### src/rtl/cmp_cond_pkg.sv
package cmp_cond_pkg;

  typedef enum logic [2:0] {
    MD_OFF    = 3'd0,
    MD_PASS   = 3'd1,
    MD_RESAMP = 3'd2,
    MD_FILT   = 3'd3,
    MD_EXT    = 3'd4,
    MD_WIN    = 3'd5,
    MD_WRES   = 3'd6,
    MD_WFILT  = 3'd7
  } cc_mode_e;

  // Pick the operating mode from the configuration inputs.
  function automatic cc_mode_e decode_mode(logic en, logic win, logic samp,
                                           logic [31:0] fcnt, logic [31:0] pre);
    cc_mode_e m;
    if (!en)                            m = MD_OFF;
    else if (win) begin
      if (fcnt == 0 || pre == 0)        m = MD_WIN;
      else if (fcnt == 1)               m = MD_WRES;
      else                              m = MD_WFILT;
    end
    else if (samp && fcnt != 0)         m = MD_EXT;
    else if (fcnt == 0 || pre == 0)     m = MD_PASS;
    else if (fcnt == 1)                 m = MD_RESAMP;
    else                                m = MD_FILT;
    return m;
  endfunction

  // Modes in which the sample/filter stage drives the output.
  function automatic logic uses_filter(cc_mode_e m);
    return (m == MD_RESAMP) || (m == MD_FILT) || (m == MD_EXT) ||
           (m == MD_WRES)   || (m == MD_WFILT);
  endfunction

  // Modes in which the prescaler supplies the sample ticks.
  function automatic logic uses_prescaler(cc_mode_e m);
    return (m == MD_RESAMP) || (m == MD_FILT) ||
           (m == MD_WRES)   || (m == MD_WFILT);
  endfunction

endpackage

### src/rtl/cmp_cond_ticker.sv
module cmp_cond_ticker #(
  parameter int PRE_W = 8
) (
  input  logic             clk,
  input  logic             rst_n,
  input  logic             run,
  input  logic [PRE_W-1:0] prescale,
  output logic             tick
);

  logic [PRE_W-1:0] cnt_q;
  logic             last;

  assign last = (cnt_q == prescale - PRE_W'(1));
  assign tick = run && last;

  always_ff @(posedge clk or negedge rst_n) begin
    if (!rst_n)        cnt_q <= '0;
    else if (!run)     cnt_q <= '0;
    else if (last)     cnt_q <= '0;
    else               cnt_q <= cnt_q + PRE_W'(1);
  end

endmodule

### src/rtl/cmp_cond_edge.sv
module cmp_cond_edge #(
  parameter int SYNC_STAGES = 2
) (
  input  logic clk,
  input  logic rst_n,
  input  logic async_in,
  output logic rise
);

  localparam int TAPS = SYNC_STAGES + 1;

  logic [TAPS-1:0] sh_q;

  always_ff @(posedge clk or negedge rst_n) begin
    if (!rst_n) sh_q <= '0;
    else        sh_q <= {sh_q[TAPS-2:0], async_in};
  end

  assign rise = sh_q[TAPS-2] && !sh_q[TAPS-1];

endmodule

### src/rtl/cmp_cond_filter.sv
module cmp_cond_filter #(
  parameter int FCNT_W = 8
) (
  input  logic              clk,
  input  logic              rst_n,
  input  logic              clr,
  input  logic              active,
  input  logic              tick,
  input  logic              din,
  input  logic [FCNT_W-1:0] thresh,
  output logic              dout,
  output logic              accept
);

  logic [FCNT_W-1:0] run_q;
  logic [FCNT_W:0]   run_nxt;
  logic              differs;

  assign differs = (din != dout);
  assign run_nxt = {1'b0, run_q} + 1'b1;
  assign accept  = active && tick && differs && (run_nxt >= {1'b0, thresh});

  always_ff @(posedge clk or negedge rst_n) begin
    if (!rst_n) begin
      dout  <= 1'b0;
      run_q <= '0;
    end else if (clr) begin
      dout  <= 1'b0;
      run_q <= '0;
    end else if (!active) begin
      dout  <= din;
      run_q <= '0;
    end else if (tick) begin
      if (!differs)    run_q <= '0;
      else if (accept) begin
        dout  <= din;
        run_q <= '0;
      end
      else             run_q <= run_nxt[FCNT_W-1:0];
    end
  end

endmodule

### src/rtl/cmp_cond.sv
module cmp_cond
  import cmp_cond_pkg::*;
#(
  parameter int FCNT_W      = 8,
  parameter int PRE_W       = 8,
  parameter int SYNC_STAGES = 2
) (
  input  logic              clk,
  input  logic              rst_n,
  input  logic              en,
  input  logic              win_en,
  input  logic              samp_en,
  input  logic [FCNT_W-1:0] filt_cnt,
  input  logic [PRE_W-1:0]  prescale,
  input  logic              raw_in,
  input  logic              win_in,
  input  logic              samp_clk,
  output logic              cout
);

  cc_mode_e mode;
  logic     raw_q;
  logic     active;
  logic     pre_run;
  logic     pre_tick;
  logic     smp_edge;
  logic     filt_tick;
  logic     filt_q;
  logic     filt_acc;

  assign mode    = decode_mode(en, win_en, samp_en, 32'(filt_cnt), 32'(prescale));
  assign active  = uses_filter(mode);
  assign pre_run = uses_prescaler(mode);

  always_ff @(posedge clk or negedge rst_n) begin
    if (!rst_n) raw_q <= 1'b0;
    else        raw_q <= raw_in;
  end

  cmp_cond_ticker #(.PRE_W(PRE_W)) u_ticker (
    .clk      (clk),
    .rst_n    (rst_n),
    .run      (pre_run),
    .prescale (prescale),
    .tick     (pre_tick)
  );

  cmp_cond_edge #(.SYNC_STAGES(SYNC_STAGES)) u_edge (
    .clk      (clk),
    .rst_n    (rst_n),
    .async_in (samp_clk),
    .rise     (smp_edge)
  );

  assign filt_tick = (mode == MD_EXT) ? smp_edge : pre_tick;

  cmp_cond_filter #(.FCNT_W(FCNT_W)) u_filter (
    .clk    (clk),
    .rst_n  (rst_n),
    .clr    (mode == MD_OFF),
    .active (active),
    .tick   (filt_tick),
    .din    (raw_q),
    .thresh (filt_cnt),
    .dout   (filt_q),
    .accept (filt_acc)
  );

  always_ff @(posedge clk or negedge rst_n) begin
    if (!rst_n)                 cout <= 1'b0;
    else if (mode == MD_OFF)    cout <= 1'b0;
    else if (win_en && !win_in) cout <= cout;
    else                        cout <= active ? filt_q : raw_q;
  end

endmodule

### config.mk
export PLATFORM = sky130hd
export DESIGN_NAME = cmp_cond
export DESIGN_NICKNAME = d
export VERILOG_FILES = /design/src/rtl/cmp_cond_pkg.sv /design/src/rtl/cmp_cond_ticker.sv /design/src/rtl/cmp_cond_edge.sv /design/src/rtl/cmp_cond_filter.sv /design/src/rtl/cmp_cond.sv
export SDC_FILE = /design/constraint.sdc
export NUM_CORES = 1
export LEC_CHECK = 0
export ABC_AREA = 1
export CORE_MARGIN = 5
export CORE_UTILIZATION = 50
export DETAILED_ROUTE_END_ITERATION = 7
export DONT_BUFFER_PORTS = 1
export PLACE_DENSITY = 0.74
export SLEW_MARGIN = 20
export SYNTH_ARGS = -nofsm -noshare
export SYNTH_HDL_FRONTEND = slang
export SYNTH_SLANG_ARGS = --single-unit
### constraint.sdc
create_clock -name clk -period 3.1 [get_ports clk]
set_clock_uncertainty 0.2 [all_clocks]
set_input_delay 0.31 -clock clk [delete_from_list [all_inputs] [get_ports clk]]
set_output_delay 0.31 -clock clk [all_outputs]
set_load 0.01 [all_outputs]
# Word-level counts from Yosys, hierarchy flattened
# Index checks and enable logic that the tools add are counted.
# Widths: inputs -> output; s select.
[classes]
addsub = 3
magnitude_cmp = 1
n_eq_ne = 12
muxes = 23
reduce_logical = 21
[op_table]
columns = ["cell", "n"]
rows = [
  ["$mux 8", 7],
  ["$logic_not 8->1", 2],
  ["$mux 1", 11],
  ["$add 8x1->9 const B", 1],
  ["$eq 3x3->1 const B", 3],
  ["$ge 9x8->1", 1],
  ["$mux 3", 3],
  ["$ne 3x1->1 const B", 3],
  ["$add 8x1->8 const B", 1],
  ["$eq 8x1->1 const B", 1],
  ["$eq 8x8->1", 1],
  ["$reduce_bool 8->1", 1],
  ["$sub 8x1->8 const B", 1],
  ["$logic_and 1x1->1", 7],
  ["$logic_or 1x1->1", 7],
  ["$eq 3x2->1 const B", 2],
  ["$mux 2", 2],
  ["$logic_not 3->1", 1],
  ["$reduce_and 3->1", 1],
  ["$logic_not 1->1", 2],
  ["$ne 2x1->1 const B", 1],
  ["$ne 1x1->1", 1],
]
[totals]
ff_bits = 22
output_inout_bits = 1
elab_cells = 66

# Logic depth before layout (Yosys ltp)
[logic_depth]
word_depth = 20
depth_mapped = 17
ltp_nobuf = 17

# Modules after synthesis
# From an unflattened synthesis, not the netlist that was laid out.
[unflattened]
hier_cells = 254
hier_area_um2 = 1756.7
[modules_own_cells]
columns = ["mod", "n_inst", "cells_each", "area_per_inst_um2", "seq_area_each_um2"]
rows = [
  ["cmp_cond_filter", 1, 104, 769.5, 225.2],
  ["cmp_cond_ticker", 1, 103, 670.6, 200.2],
  ["cmp_cond", 1, 42, 231.5, 50.0],
  ["cmp_cond_edge", 1, 5, 85.1, 75.1],
]

# Worst setup path before layout
# No wires, ideal clock.
[synth_timing]
path_type = "reg2reg"
start = "reg u_filter.run_q[0]"
end = "reg u_filter.dout"
setup_ns = 0.117
arrival_ns = 2.093
t_required_ns = 2.783
setup_slack_ns = 0.691
path_stages_with_launch = 18
n_path_buf = 0
path_cell_list = "dfrtp_1 > ha_1 > nand2_1 > nor2_2 > nand3_1 > xor2_1 > inv_1 > ha_1 > nand2_1 > nand3b_1 > nor2_1 > nor2_1 > nand3_1 > nand2_2 > nand2_1 > nand2_1 > nand2_1 > nand2_1"
[synth_via]
elab_chain_len = 5
[synth_lines]
columns = ["item", "line_no", "source"]
rows = [
  ["start: declaration", "cmp_cond_filter.sv:15", "logic [FCNT_W-1:0] run_q;"],
  ["start signal: assignment", "cmp_cond_filter.sv:39", "else run_q <= run_nxt[FCNT_W-1:0];"],
  ["$add 8x1->9", "cmp_cond_filter.sv:20", "assign run_nxt = {1'b0, run_q} + 1'b1;"],
  ["$ge 9x8->1", "cmp_cond_filter.sv:21", "assign accept = active && tick && differs && (run_nxt >= {1'b0, thresh});"],
  ["$logic_and 1x1->1", "cmp_cond_filter.sv:21", ""],
  ["$ne 3x1->1 (no source line)", "-", ""],
  ["$reduce_and 3->1 (no source line)", "-", ""],
  ["end signal: assignment", "cmp_cond_filter.sv:31", "dout <= din;"],
  ["end signal: assignment", "cmp_cond_filter.sv:36", "dout <= din;"],
  ["end: declaration", "cmp_cond_filter.sv:11", "output logic dout,"],
]
# Every way passes these cells.
# A chain may end at the register's enable or synchronous reset.

# Worst setup path in the final report
# Ends and elaborated chain as after synthesis.

==> flow_summary_export.csv <==
group,metric,value,unit
outcome,status,"completed",
placed_design,port_buffers,0,
setup_path,worstPathArrival,2.65,ns
detailed_routing,drtIter0Drc,98,
setup_path,cp_cell_sequence,"ha_1, nand2_1, nor2_2, nand3_1, xor2_1, inv_1, ha_1, nand2_1, nand3b_1, nor2_1, nor2_1, nand3_1, nand2_2, nand2_1, nand2_1, nand2_1, nand2_1",
synth,avgSynthCellArea,6.70,sq um
final_layout,n_antenna_cell,0,
cts,root_buffer,"clkbuf_8",
timing,slew_headroom,67.5,%
placed_design,place_congestion,0.813,
floorplan,initial_utilization,51.2,%
floorplan,die_w,71.0,um
detailed_routing,viasPerCell,5.02,
final_layout,final_common_cell,"nand2_1",
placed_design,dpl.hpwl,3030,um
setup_path,r2r_cells,17,
synth,synth-warning-count,0,
timing,period_needed,2.69,ns
setup_path,worst_path_most_repeated_cell,"nand2_1",
cts,clock_latency,0.26,ns
floorplan,core_area,3630,sq um
timing,min_period_over_period,86.7,%
cts,ctsHtreeMaxLevel,1,
timing,rsz0062_at_grt,"false",
grt,grt_util_all_layers,16.4,%
cts,postCtsSetupBuffers,0,
detailed_routing,vias,1677,
synth,synth_edf_count,0,
cts,clk_pin_slew,0.08,ns
timing,setup_viol,0,
worst_hold_path,hp-start,"en",
grt,antenna_found_initial,0,
setup_path,crit_type,"register to register",
timing,fin_ws,0.411,ns
setup_path,slowest_delay,0.39,ns
setup_path,critPathSlowestCell,"dfrtp_1",
grt,grt_max_degree,23,
pwr,peakVddDrop,0.193,mV
setup_path,r2r_end,"u_filter.dout",
worst_hold_path,hold-path-endpoint,"u_filter.dout",
synth,ys_async_sr_fraction,100,%
floorplan,ios,25,
floorplan,num_rows,22,
pwr,p_leak,1.08,nW
setup_path,critPathRequiredTime,3.06,ns
cts,cts_tree,"yes",
final_layout,nets,322,
timing,max_freq,372,MHz
synth,synth_area,1860,sq um
timing,whs,0.0667,ns
setup_path,cp-start-kind,"register",
detailed_routing,drc,0,
setup_path,end_kind,"register",
placed_design,dp_slack,0.443,ns
timing,hold_viol,0,
synth,ys.flop_type,"dfrtp_1",
final_layout,layout_common_cells,"nand2_1 (74), inv_1 (46), nor2_1 (35)",
grt,grt_overflow,0,
setup_path,worstReg2RegStart,"u_filter.run_q[0]",
setup_path,critPathLaunch,"u_filter.run_q[0]",
setup_path,cp_top_family,"simple AND/OR/NAND/NOR gates",
final_layout,drive_above_1_share,10.8,%
cts,clock_sinks,22,
job,maxCapViolCount,0,
worst_hold_path,hp-class,"primary input to register",
detailed_routing,first_pass_iters,4,
detailed_routing,routedWlPerCell,11.3,um
floorplan,die_h,71.0,um
synth,synthDistinctLibCells,31,
setup_path,r2r_slack,0.41,ns
grt,grt_pass1_wl,6820,um
detailed_routing,ant_nets,0,
detailed_routing,routed_wl,3780,um
final_layout,areaGrowthSynthToFinish,8.33,%
synth,syn-num-nets,313,
timing,worst_pin_slew,0.488,ns
synth,ys_seq_area_share,29.6,%
pwr,p_per_area,362,nW/um^2
synth,synth_cells,278,
setup_path,path_buf_inv,1,
timing,slew_violations,0,
setup_path,critPathMaxFanout,8,
worst_hold_path,hold_depth,4,
timing,setup-tns-final,0,ns
grt,grt_pass1_vias,1587,
floorplan,die_area,5040,sq um
synth,synth_seq_cells,22,
cts,cts.path.max_buffers,2,
cts,cts_buffers,3,
[final cells by class]
class | count | area, sq um
fillers | 362 | 1620
multi-input cells | 203 | 1110
flip-flops and latches | 22 | 551
inverters | 52 | 195
well taps | 48 | 60.1
clock buffers | 4 | 55.1
repair buffers | 5 | 45.0
[synth_stat cells, drive strengths merged, types with 2 or more instances]
master | n | area (sq um)
nand3 | 25 | 160
dfrtp | 22 | 551
nor3 | 5 | 25.0
o21ai | 4 | 23.8
nor2 | 43 | 191
inv | 51 | 191
ha | 11 | 138
xor2 | 9 | 78.8
nor3b | 2 | 15.0
nand3b | 3 | 26.3
nand2 | 78 | 303
nand4 | 11 | 68.8
o211ai | 2 | 20.0
a21oi | 4 | 20.0
or2 | 2 | 12.5
[worst max-delay path by stage]
stage / endpoint / cells past startpoint / slack [ns]
2_1_floorplan: u_filter.dout / 17 / 0.69
3_3_place_gp: u_filter.dout / 17 / 0.53
3_5_place_dp: u_filter.dout / 17 / 0.44
4_1_cts: u_filter.dout / 17 / 0.43
5_1_grt: u_filter.dout / 17 / 0.12
6_report: u_filter.dout / 17 / 0.41
[per-layer routing]
layer | global-route usage, % | vias up | share of wire, %
li1 | - | 889 | -
met3 | 2.98 | 5 | 6.5
met1 | 22.8 | 743 | 48
met5 | 0 | - | 0
met2 | 26.1 | 40 | 44
met4 | 4.38 | 0 | 1.1
[timing repair]
action,CTS,global route
resized for setup,0,0
hold endpoints to repair,25,22
hold buffers,4,1
[worst reg2reg max path, stage by stage (launching register included)]
cell and delay [ns]:
dfrtp_1 0.39, ha_1 0.20, nand2_1 0.08, nor2_2 0.16
nand3_1 0.11, xor2_1 0.19, inv_1 0.07, ha_1 0.31
nand2_1 0.07, nand3b_1 0.16, nor2_1 0.10, nor2_1 0.05
nand3_1 0.09, nand2_2 0.12, nand2_1 0.12, nand2_1 0.07
nand2_1 0.06, nand2_1 0.04
[metrics by stage]
step / cells / instance area (sq um) / power [mW] / utilization (%)
2_1_floorplan: 278 / 1860 / 0.483 / -
3_3_place_gp: 325 / 1920 / 0.517 / 52.8
3_5_place_dp: 325 / 1920 / 0.520 / 52.8
4_1_cts: 333 / 2010 / 0.736 / 55.4
5_1_grt: 334 / 2020 / 0.790 / 55.5
6_report: 334 / 2020 / 0.729 / 55.5
[logic make-up (layout without fill, tap and decap cells)]
kind of cell,Yosys count,after routing,synth area share [%]
and+or+nand+nor,170,170,43.4
buffers and inverters,53,61,10.8
adders and majority gates,11,11,7.39
AOI/OAI and AO/OA,12,12,4.17
xor gates and xnor gates,10,10,4.70
DFF,22,22,29.6
[sequential cells by signal (all words and copies together) (netlist names)]
| name | flops |
|---|---|
| cout | 1 |
| raw_q | 1 |
| u_edge.sh_q | 3 |
| u_filter.dout | 1 |
| u_filter.run_q | 8 |
| u_ticker.cnt_q | 8 |
[power by group]
group,internal [mW],switching [mW]
clock network,0.113,0.0912
logic,0.0756,0.121
registers,0.307,0.0210
total,0.496,0.233
(Power assumes the default switching activity.)
